**config.mk**
```make
export PLATFORM = sky130hd
export DESIGN_NAME = qspi_master
export DESIGN_NICKNAME = d
export VERILOG_FILES = /design/src/rtl/qspi_master_pkg.sv /design/src/rtl/qspi_master_ctl.sv /design/src/rtl/qspi_master_dp.sv /design/src/rtl/qspi_master.sv
export SDC_FILE = /design/constraint.sdc
export NUM_CORES = 1
export LEC_CHECK = 0
export CORE_MARGIN = 3
export CORE_UTILIZATION = 30
export DETAILED_ROUTE_END_ITERATION = 8
export REMOVE_ABC_BUFFERS = 1
export SYNTH_ARGS = -nofsm -noshare
export SYNTH_HDL_FRONTEND = slang
export SYNTH_HIERARCHICAL = 1
export SYNTH_SLANG_ARGS = --single-unit
```
**constraint.sdc**
```tcl
create_clock -name clk -period 3.6 [get_ports clk]
set_input_delay 0.36 -clock clk [delete_from_list [all_inputs] [get_ports clk]]
set_output_delay 0.36 -clock clk [all_outputs]
set_load 0.05 [all_outputs]
```
**src/rtl/qspi_master_pkg.sv**
```systemverilog
package qspi_master_pkg;
  localparam logic [1:0] ADDR_CTRL = 2'd0;
  localparam logic [1:0] ADDR_TX   = 2'd1;
  localparam logic [1:0] ADDR_RX   = 2'd2;
  localparam logic [1:0] ADDR_STAT = 2'd3;

  // strobes from control to datapath
  typedef struct packed {
    logic txLoad;     // capture bus word into holding buffer
    logic shiftLoad;  // move holding buffer into shifter
    logic sampleNib;  // capture lane inputs (rising sclk)
    logic shiftStep;  // advance shifter one nibble (falling sclk)
    logic rxCapture;  // store completed word into receive register
  } dpStrobes_t;
endpackage

```
**src/rtl/qspi_master_ctl.sv**
```systemverilog
module qspi_master_ctl
  import qspi_master_pkg::*;
#(
  parameter int DATA_W   = 16,
  parameter int BUS_W    = 32,
  parameter int HALF_DIV = 2,
  localparam int LEN_W   = $clog2(DATA_W),
  localparam int NIB_W   = LEN_W - 1,
  localparam int DIV_W   = $clog2(HALF_DIV + 1)
) (
  input  logic              clk,
  input  logic              rstN,
  input  logic [1:0]        regAddr,
  input  logic              regWr,
  input  logic              regRd,
  input  logic [BUS_W-1:0]  regWdata,
  output logic [BUS_W-1:0]  regRdata,
  input  logic [DATA_W-1:0] rxWord,
  output logic [NIB_W-1:0]  nibbles,
  output dpStrobes_t        stb,
  output logic              sclk,
  output logic              ssN,
  output logic              dirIn,
  output logic              dmaEn,
  output logic              txEmpty,
  output logic              rxFull,
  output logic              xferEnd,
  output logic              overrun,
  output logic              busy
);
  logic [LEN_W-1:0] lenField;
  logic [DIV_W-1:0] divCnt;
  logic [NIB_W-1:0] nibLeft;
  logic             tick, lastFall, txWrOk, rxRdHit, statWr, startIdle, chainNext;
  logic [BUS_W-1:0] ctrlView, statView;

  assign nibbles = {1'b0, lenField[LEN_W-1:2]} + NIB_W'(1);

  always_comb begin
    tick      = busy && (divCnt == DIV_W'(HALF_DIV - 1));
    lastFall  = tick && sclk && (nibLeft == NIB_W'(1));
    txWrOk    = regWr && (regAddr == ADDR_TX) && txEmpty;
    rxRdHit   = regRd && (regAddr == ADDR_RX);
    statWr    = regWr && (regAddr == ADDR_STAT);
    startIdle = !busy && !txEmpty;
    chainNext = lastFall && !txEmpty;
    stb.txLoad    = txWrOk;
    stb.shiftLoad = startIdle || chainNext;
    stb.sampleNib = tick && !sclk;
    stb.shiftStep = tick && sclk;
    stb.rxCapture = lastFall && dirIn && (!rxFull || rxRdHit);
  end

  // control register
  always_ff @(posedge clk or negedge rstN) begin
    if (!rstN) begin
      dirIn    <= 1'b1;
      ssN      <= 1'b1;
      dmaEn    <= 1'b0;
      lenField <= LEN_W'(DATA_W - 1);
    end else if (regWr && regAddr == ADDR_CTRL) begin
      dirIn    <= regWdata[0];
      ssN      <= regWdata[1];
      dmaEn    <= regWdata[2];
      lenField <= regWdata[8 +: LEN_W];
    end
  end

  // serial sequencer
  always_ff @(posedge clk or negedge rstN) begin
    if (!rstN) begin
      busy    <= 1'b0;
      sclk    <= 1'b0;
      divCnt  <= '0;
      nibLeft <= '0;
    end else begin
      if (stb.shiftLoad)   busy <= 1'b1;
      else if (lastFall)   busy <= 1'b0;
      if (stb.shiftLoad || tick) divCnt <= '0;
      else if (busy)             divCnt <= divCnt + DIV_W'(1);
      if (tick) sclk <= ~sclk;
      if (stb.shiftLoad)     nibLeft <= nibbles;
      else if (stb.shiftStep) nibLeft <= nibLeft - NIB_W'(1);
    end
  end

  // flags
  always_ff @(posedge clk or negedge rstN) begin
    if (!rstN) begin
      txEmpty <= 1'b1;
      rxFull  <= 1'b0;
      xferEnd <= 1'b0;
      overrun <= 1'b0;
    end else begin
      if (txWrOk)             txEmpty <= 1'b0;
      else if (stb.shiftLoad) txEmpty <= 1'b1;
      if (stb.rxCapture)      rxFull <= 1'b1;
      else if (rxRdHit)       rxFull <= 1'b0;
      if (lastFall && !chainNext && !txWrOk) xferEnd <= 1'b1;
      else if (statWr && regWdata[2])        xferEnd <= 1'b0;
      if (lastFall && dirIn && rxFull && !rxRdHit) overrun <= 1'b1;
      else if (statWr && regWdata[3])              overrun <= 1'b0;
    end
  end

  // read mux
  always_comb begin
    ctrlView = '0;
    ctrlView[0] = dirIn;
    ctrlView[1] = ssN;
    ctrlView[2] = dmaEn;
    ctrlView[8 +: LEN_W] = lenField;
    statView = {{(BUS_W-5){1'b0}}, busy, overrun, xferEnd, rxFull, txEmpty};
    case (regAddr)
      ADDR_CTRL: regRdata = ctrlView;
      ADDR_RX:   regRdata = BUS_W'(rxWord);
      ADDR_STAT: regRdata = statView;
      default:   regRdata = '0;
    endcase
  end
endmodule

```
**src/rtl/qspi_master_dp.sv**
```systemverilog
module qspi_master_dp
  import qspi_master_pkg::*;
#(
  parameter int DATA_W = 16,
  localparam int LEN_W = $clog2(DATA_W),
  localparam int NIB_W = LEN_W - 1,
  localparam int SH_W  = LEN_W + 1
) (
  input  logic              clk,
  input  logic              rstN,
  input  dpStrobes_t        stb,
  input  logic [DATA_W-1:0] wdata,
  input  logic [NIB_W-1:0]  nibbles,
  input  logic [3:0]        sdIn,
  output logic [3:0]        sdOut,
  output logic [DATA_W-1:0] rxWord
);
  logic [DATA_W-1:0] txBuf, shiftReg, shiftNext;
  logic [3:0]        inNib;
  logic [SH_W-1:0]   bitsCnt, shamt;

  always_comb begin
    bitsCnt   = {nibbles, 2'b00};
    shamt     = SH_W'(DATA_W) - bitsCnt;
    shiftNext = {shiftReg[DATA_W-5:0], inNib};
  end

  assign sdOut = shiftReg[DATA_W-1 -: 4];

  always_ff @(posedge clk or negedge rstN) begin
    if (!rstN) begin
      txBuf    <= '0;
      shiftReg <= '0;
      inNib    <= '0;
      rxWord   <= '0;
    end else begin
      if (stb.txLoad)    txBuf <= wdata;
      if (stb.sampleNib) inNib <= sdIn;
      // word left-aligned so the first nibble sits at the top
      if (stb.shiftLoad)      shiftReg <= txBuf << shamt;
      else if (stb.shiftStep) shiftReg <= shiftNext;
      if (stb.rxCapture) rxWord <= shiftNext;
    end
  end
endmodule

```
**src/rtl/qspi_master.sv**
```systemverilog
module qspi_master
  import qspi_master_pkg::*;
#(
  parameter int DATA_W   = 16,
  parameter int BUS_W    = 32,
  parameter int HALF_DIV = 2,
  localparam int LEN_W   = $clog2(DATA_W),
  localparam int NIB_W   = LEN_W - 1
) (
  input  logic             clk,
  input  logic             rstN,
  input  logic [1:0]       regAddr,
  input  logic             regWr,
  input  logic             regRd,
  input  logic [BUS_W-1:0] regWdata,
  output logic [BUS_W-1:0] regRdata,
  output logic             sclk,
  output logic [3:0]       sdOut,
  output logic [3:0]       sdOe,
  input  logic [3:0]       sdIn,
  output logic             ssN,
  output logic             irq,
  output logic             dmaReq
);
  dpStrobes_t        stb;
  logic [DATA_W-1:0] rxWord;
  logic [NIB_W-1:0]  nibbles;
  logic dirIn, dmaEn, txEmpty, rxFull, xferEnd, overrun, busy;

  qspi_master_ctl #(.DATA_W(DATA_W), .BUS_W(BUS_W), .HALF_DIV(HALF_DIV)) u_ctl (
    .clk(clk), .rstN(rstN), .regAddr(regAddr), .regWr(regWr), .regRd(regRd),
    .regWdata(regWdata), .regRdata(regRdata), .rxWord(rxWord), .nibbles(nibbles),
    .stb(stb), .sclk(sclk), .ssN(ssN), .dirIn(dirIn), .dmaEn(dmaEn),
    .txEmpty(txEmpty), .rxFull(rxFull), .xferEnd(xferEnd), .overrun(overrun),
    .busy(busy)
  );

  qspi_master_dp #(.DATA_W(DATA_W)) u_dp (
    .clk(clk), .rstN(rstN), .stb(stb), .wdata(regWdata[DATA_W-1:0]),
    .nibbles(nibbles), .sdIn(sdIn), .sdOut(sdOut), .rxWord(rxWord)
  );

  assign sdOe   = {4{~dirIn}};
  assign irq    = rxFull;
  assign dmaReq = dmaEn & txEmpty;
endmodule

```
# After elaboration in Yosys (flattened, before gate mapping)

Index checks and enable logic that the tools add are counted.

Output and inout bits: 44
Register bits after elaboration: 70
Word-level logic and storage cells: 83

Reduce and logical (&&, ||, !) cells: 37
Muxes and demuxes: 17
Bitwise operators: 3
Shift-type cells: 1
$add $sub $neg: 4
Equality and inequality tests: 5

Operators by type and width:

| operator            | count |
|---|---|
| $pmux 16 s3         | 1 |
| $mux 16             | 2 |
| $logic_and 1x1->1   | 19 |
| $shl 16x5->16       | 1 |
| $reduce_bool 2->1   | 7 |
| $mux 1              | 10 |
| $logic_not 1->1     | 7 |
| $mux 3              | 2 |
| $sub 5x5->5 const A | 1 |
| $eq 2x1->1 const B  | 2 |
| $eq 2x2->1 const B  | 2 |
| $mux 2              | 2 |
| $add 2x1->3 const B | 1 |
| $eq 3x1->1 const B  | 1 |
| $logic_or 1x1->1    | 3 |
| $sub 3x1->3 const B | 1 |
| $add 2x1->2 const B | 1 |
| $logic_not 2->1     | 1 |
| $not 1->1           | 2 |
| $and 1x1->1         | 1 |

# Logic depth before layout (Yosys ltp)

Word-level depth: 9
Gate-level depth with buffers: 9
Gate-level depth less buffers: 7

# Hierarchy

The synthesis kept the hierarchy.

Modules (own cells, without submodules):

| module          | cells an instance | area each (µm²) | times used | sequential area each (µm²) |
|---|---|---|---|---|
| qspi_master_dp  | 202               | 2479.9          | 1          | 1301.2 |
| qspi_master_ctl | 122               | 1229.9          | 1          | 459.2 |
| qspi_master     | 5                 | 32.5            | 1          | 0.0 |

# Worst setup path after synthesis

OpenSTA, ideal clock, no wires.

Kind: reg2out
Start point: reg u_ctl.ssN
End point: out regRdata[1]
Data arrival time: 1.881 ns
Required time: 3.240 ns
Cell stages (with the launch flop): 3
Setup slack: 1.359 ns
Buffers on the path: 0
Cell sequence: dfstp_2 mux2i_1 o21ai_0

Longest elaborated chain between the ends: 1

Ends and longest elaborated chain:

| what                   | RTL line               | source |
|---|---|---|
| from (decl)            | qspi_master_ctl.sv:22  | `output logic ssN,` |
| from (signal assigned) | qspi_master_ctl.sv:63  | `ssN <= regWdata[1];` |
| $pmux 16 s3            | qspi_master_ctl.sv:114 | `case (regAddr)` |
| to (decl)              | qspi_master.sv:16      | `output logic [BUS_W-1:0] regRdata,` |

Every way passes these cells.

# Worst setup path after layout

Start point: in regAddr[1]
End point: out regRdata[1]

Longest elaborated chain between the ends: 2

Ends and longest elaborated chain:

| what                                                 | RTL line               | source |
|---|---|---|
| from (decl)                                          | qspi_master.sv:12      | `input logic [1:0] regAddr,` |
| $eq 2x2->1 / $logic_not 2->1 (equally long branches) | qspi_master_ctl.sv:114 |  |
| $pmux 16 s3 (*)                                      | qspi_master_ctl.sv:114 |  |

Every way passes the cells marked *; elsewhere a longest branch is shown, timed or not.

==> out/metrics.yaml <==
tightest_slew_ps: 932.1
drv_cap: 0
clock_latency_ps: 330
crit_fanout: 9
dieArea_um2: 13850
drc: 0
fmax_ghz: 0.3454
yosysTopAreaCell: "dfrtp_1"
stdcell_count: 544
die_w_um: 117.7
drive_gt1_share_pct: 22.87
postCtsResizedCells: 0
critPathArrivalTime_ps: 2540
ys_seq_elements: 70
final_cell_mix: "dfrtp_1, clkdlybuf4s50_1, mux2_2"
clockBufferDepth: 2
avgRoutedWirePerCell_um: 16.12
start_kind: "primary input"
r2r_slack_ps: 880
grt_pass1_wl_um: 14370
core_um2: 12110
grt_pass1_vias: 2698
hp-class: "in -> async"
synth.area.top_cells: "dfrtp_1, mux2_2, buf_4"
post_cts_buffers: 0
gp_congestion: 0.7715
syn-cell-area_um2: 3742
cts_tree: "done"
cts.sinks: 70
synth_seq_area_share_pct: 47.04
power.density_nw_per_um2: 864.3
finalCriticalPeriod_ps: 2895
antenna_found_initial: 0
fin_crit_sh_pct: 80.43
first_pass_iters: 4
max_slew_margin_pct: 37.86
setup_total_negative_slack_ps: 0
avgViaCountPerCell: 4.768
vias: 2594
yosys.area_share.adder_pct: 1.672
synth.distinct_cells: 42
p_leak_nw: 2.016
grt_max_degree: 42
hold_viol: 0
area_delta_synth_final_pct: 23.37
place_hpwl_um: 6117
cts_max_level: 3
synth_top_family_by_area: "multiplexers"
synth_top_cell_area_share_pct: 42.13
synth_compound_area_share_pct: 9.495
grt_usage_pct: 12.93
status: "completed"
dpl_cell_area_um2: 4302
avgSynthCellArea_um2: 11.37
drtIter0Drc: 184
cts-root-buf: "clkbuf_16"
initial_core_util_pct: 30.90
clkTransAtPathRegs_ps: 60
yosys_warnings: 6
io_buffers: 53
dp_cells: 528
fin_area_um2: 4617
setup_viol: 0
total_power_mw: 3.990
wirelength_um: 8770
yosys.area_share.simple_pct: 11.60
num_rows: 40
cts_hold_buffers: 0
die-height_um: 117.7
detail-route-antenna-nets: 0
fin_skew_ps: 8.727
num_antenna_cells: 0
rsz0062_at_grt: "no"
yosys-mux-area-fraction_pct: 19.53
maxSlewViolCount: 0
postSynthCellCount: 329
end_kind: "output pin"
ir_worst_vdd_uv: 376.8
layout_commonest_cell: "dfrtp_1"
cp.required_ps: 3240
synth-xor-area-share_pct: 0.9361
overflow: 0
fin_nets: 418
worstSetupPathType: "in -> out"
ios: 86
numCtsBuffers: 9
[registers in the layout, summed over array words and instances, names as in the netlist, 2 cells and up]
register and cells:
u_ctl/divCnt 2, u_dp/txBuf 16, u_ctl/lenField 4, u_ctl/nibLeft 3, u_dp/inNib 4, u_dp/shiftReg 16, u_dp/rxWord 16
[cells by family (layout without fill, tap and decap cells)]
family / count (synthesis) / after routing
AOI/OAI and AO/OA: 48 / 48
adders and majority gates: 5 / 5
DFF: 70 / 70
and+or+nand+nor: 74 / 74
muxes: 63 / 63
buffers and inverters: 64 / 96
other: 1 / 16
xor gates and xnor gates: 4 / 4
[final timing paths]
kind	startpoint	end	depth (start not counted)
min in group clk	u_ctl/overrun$_DFFE_PN0P_	u_ctl/overrun$_DFFE_PN0P_	2
worst min-delay path	rstN	u_dp/inNib[1]$_DFFE_PN0P_	1
worst max-delay path	regAddr[1]	regRdata[1]	5
max in group asynchronous	rstN	u_ctl/txEmpty$_DFFE_PN1P_	2
worst min register to register	u_ctl/overrun$_DFFE_PN0P_	u_ctl/overrun$_DFFE_PN0P_	2
worst max register to register	u_ctl/lenField[2]$_DFFE_PN1P_	u_dp/shiftReg[13]$_DFFE_PN0P_	6
[stage by stage]
stage | setup slack [ps] | hold slack [ps] | utilization, %
final | 704.5 | 180.0 | 38.12
after global routing | 593.8 | 257.9 | 38.12
after CTS | 688.7 | 209.6 | 38.12
after detailed placement | 703.3 | 473.4 | 35.52
after global placement | 702.2 | 478.2 | 35.52
after floorplan | 1265 | 64.41 | -
[metal layers]
| layer | vias up | GRT usage (%) | share of wire (%) |
|---|---|---|---|
| met5 | - | 0 | 0 |
| met4 | 0 | 3.516 | 1.1 |
| met3 | 7 | 2.979 | 4.3 |
| met2 | 63 | 21.13 | 49 |
| met1 | 1319 | 17.26 | 46 |
| li1 | 1205 | - | - |
[critical path, stage by stage]
cell and delay, ps:
clkdlybuf4s50_1 760, buf_4 290, mux2i_1 90, o21ai_0 190, clkdlybuf4s50_1 840
[power breakdown]
part	switching (mW)	total, mW	internal [mW]
Combinational	0.860	1.60	0.743
Clock	0.330	0.935	0.605
Sequential	0.292	1.45	1.16
Total	1.48	3.99	2.51
[final cells by class]
cell class | count | area (µm²)
Inverter | 20 | 75.07
Fill cell | 1214 | 7495
Sequential cell | 70 | 1760
Timing Repair Buffer | 60 | 578.1
Tap cell | 168 | 210.2
Multi-Input combinational cell | 210 | 1678
Clock buffer | 10 | 229.0
Clock inverter | 6 | 86.33
[synth_stat cells]
cell and number:
o2bb2ai_1 4, nand4_1 3, buf_2 6, dfrtp_1 63, o31ai_1 1, nand3b_1 2, and2b_1 1, ha_1 5
nand4b_2 1, or2_2 1, a32o_1 1, dfstp_2 7, o221a_2 4, a21oi_4 1, and3_1 10, a21bo_2 1
conb_1 1, nor3b_1 1, nand2_1 10, a31oi_1 1, and2_1 8, clkbuf_1 9, nor2b_2 1, buf_6 1
mux4_2 4, nand2b_1 2, nand3_1 4, xnor2_1 4, nor2b_1 6, a21oi_1 12, mux2i_1 19, inv_1 20
nor4bb_1 2, o32ai_1 1, nor3b_4 1, mux2_2 40, and4bb_2 2, nor2_1 19, buf_4 28, o22a_1 12
o22ai_1 1, o21ai_0 9
No activity file was read; power rests on OpenSTA's default activity.
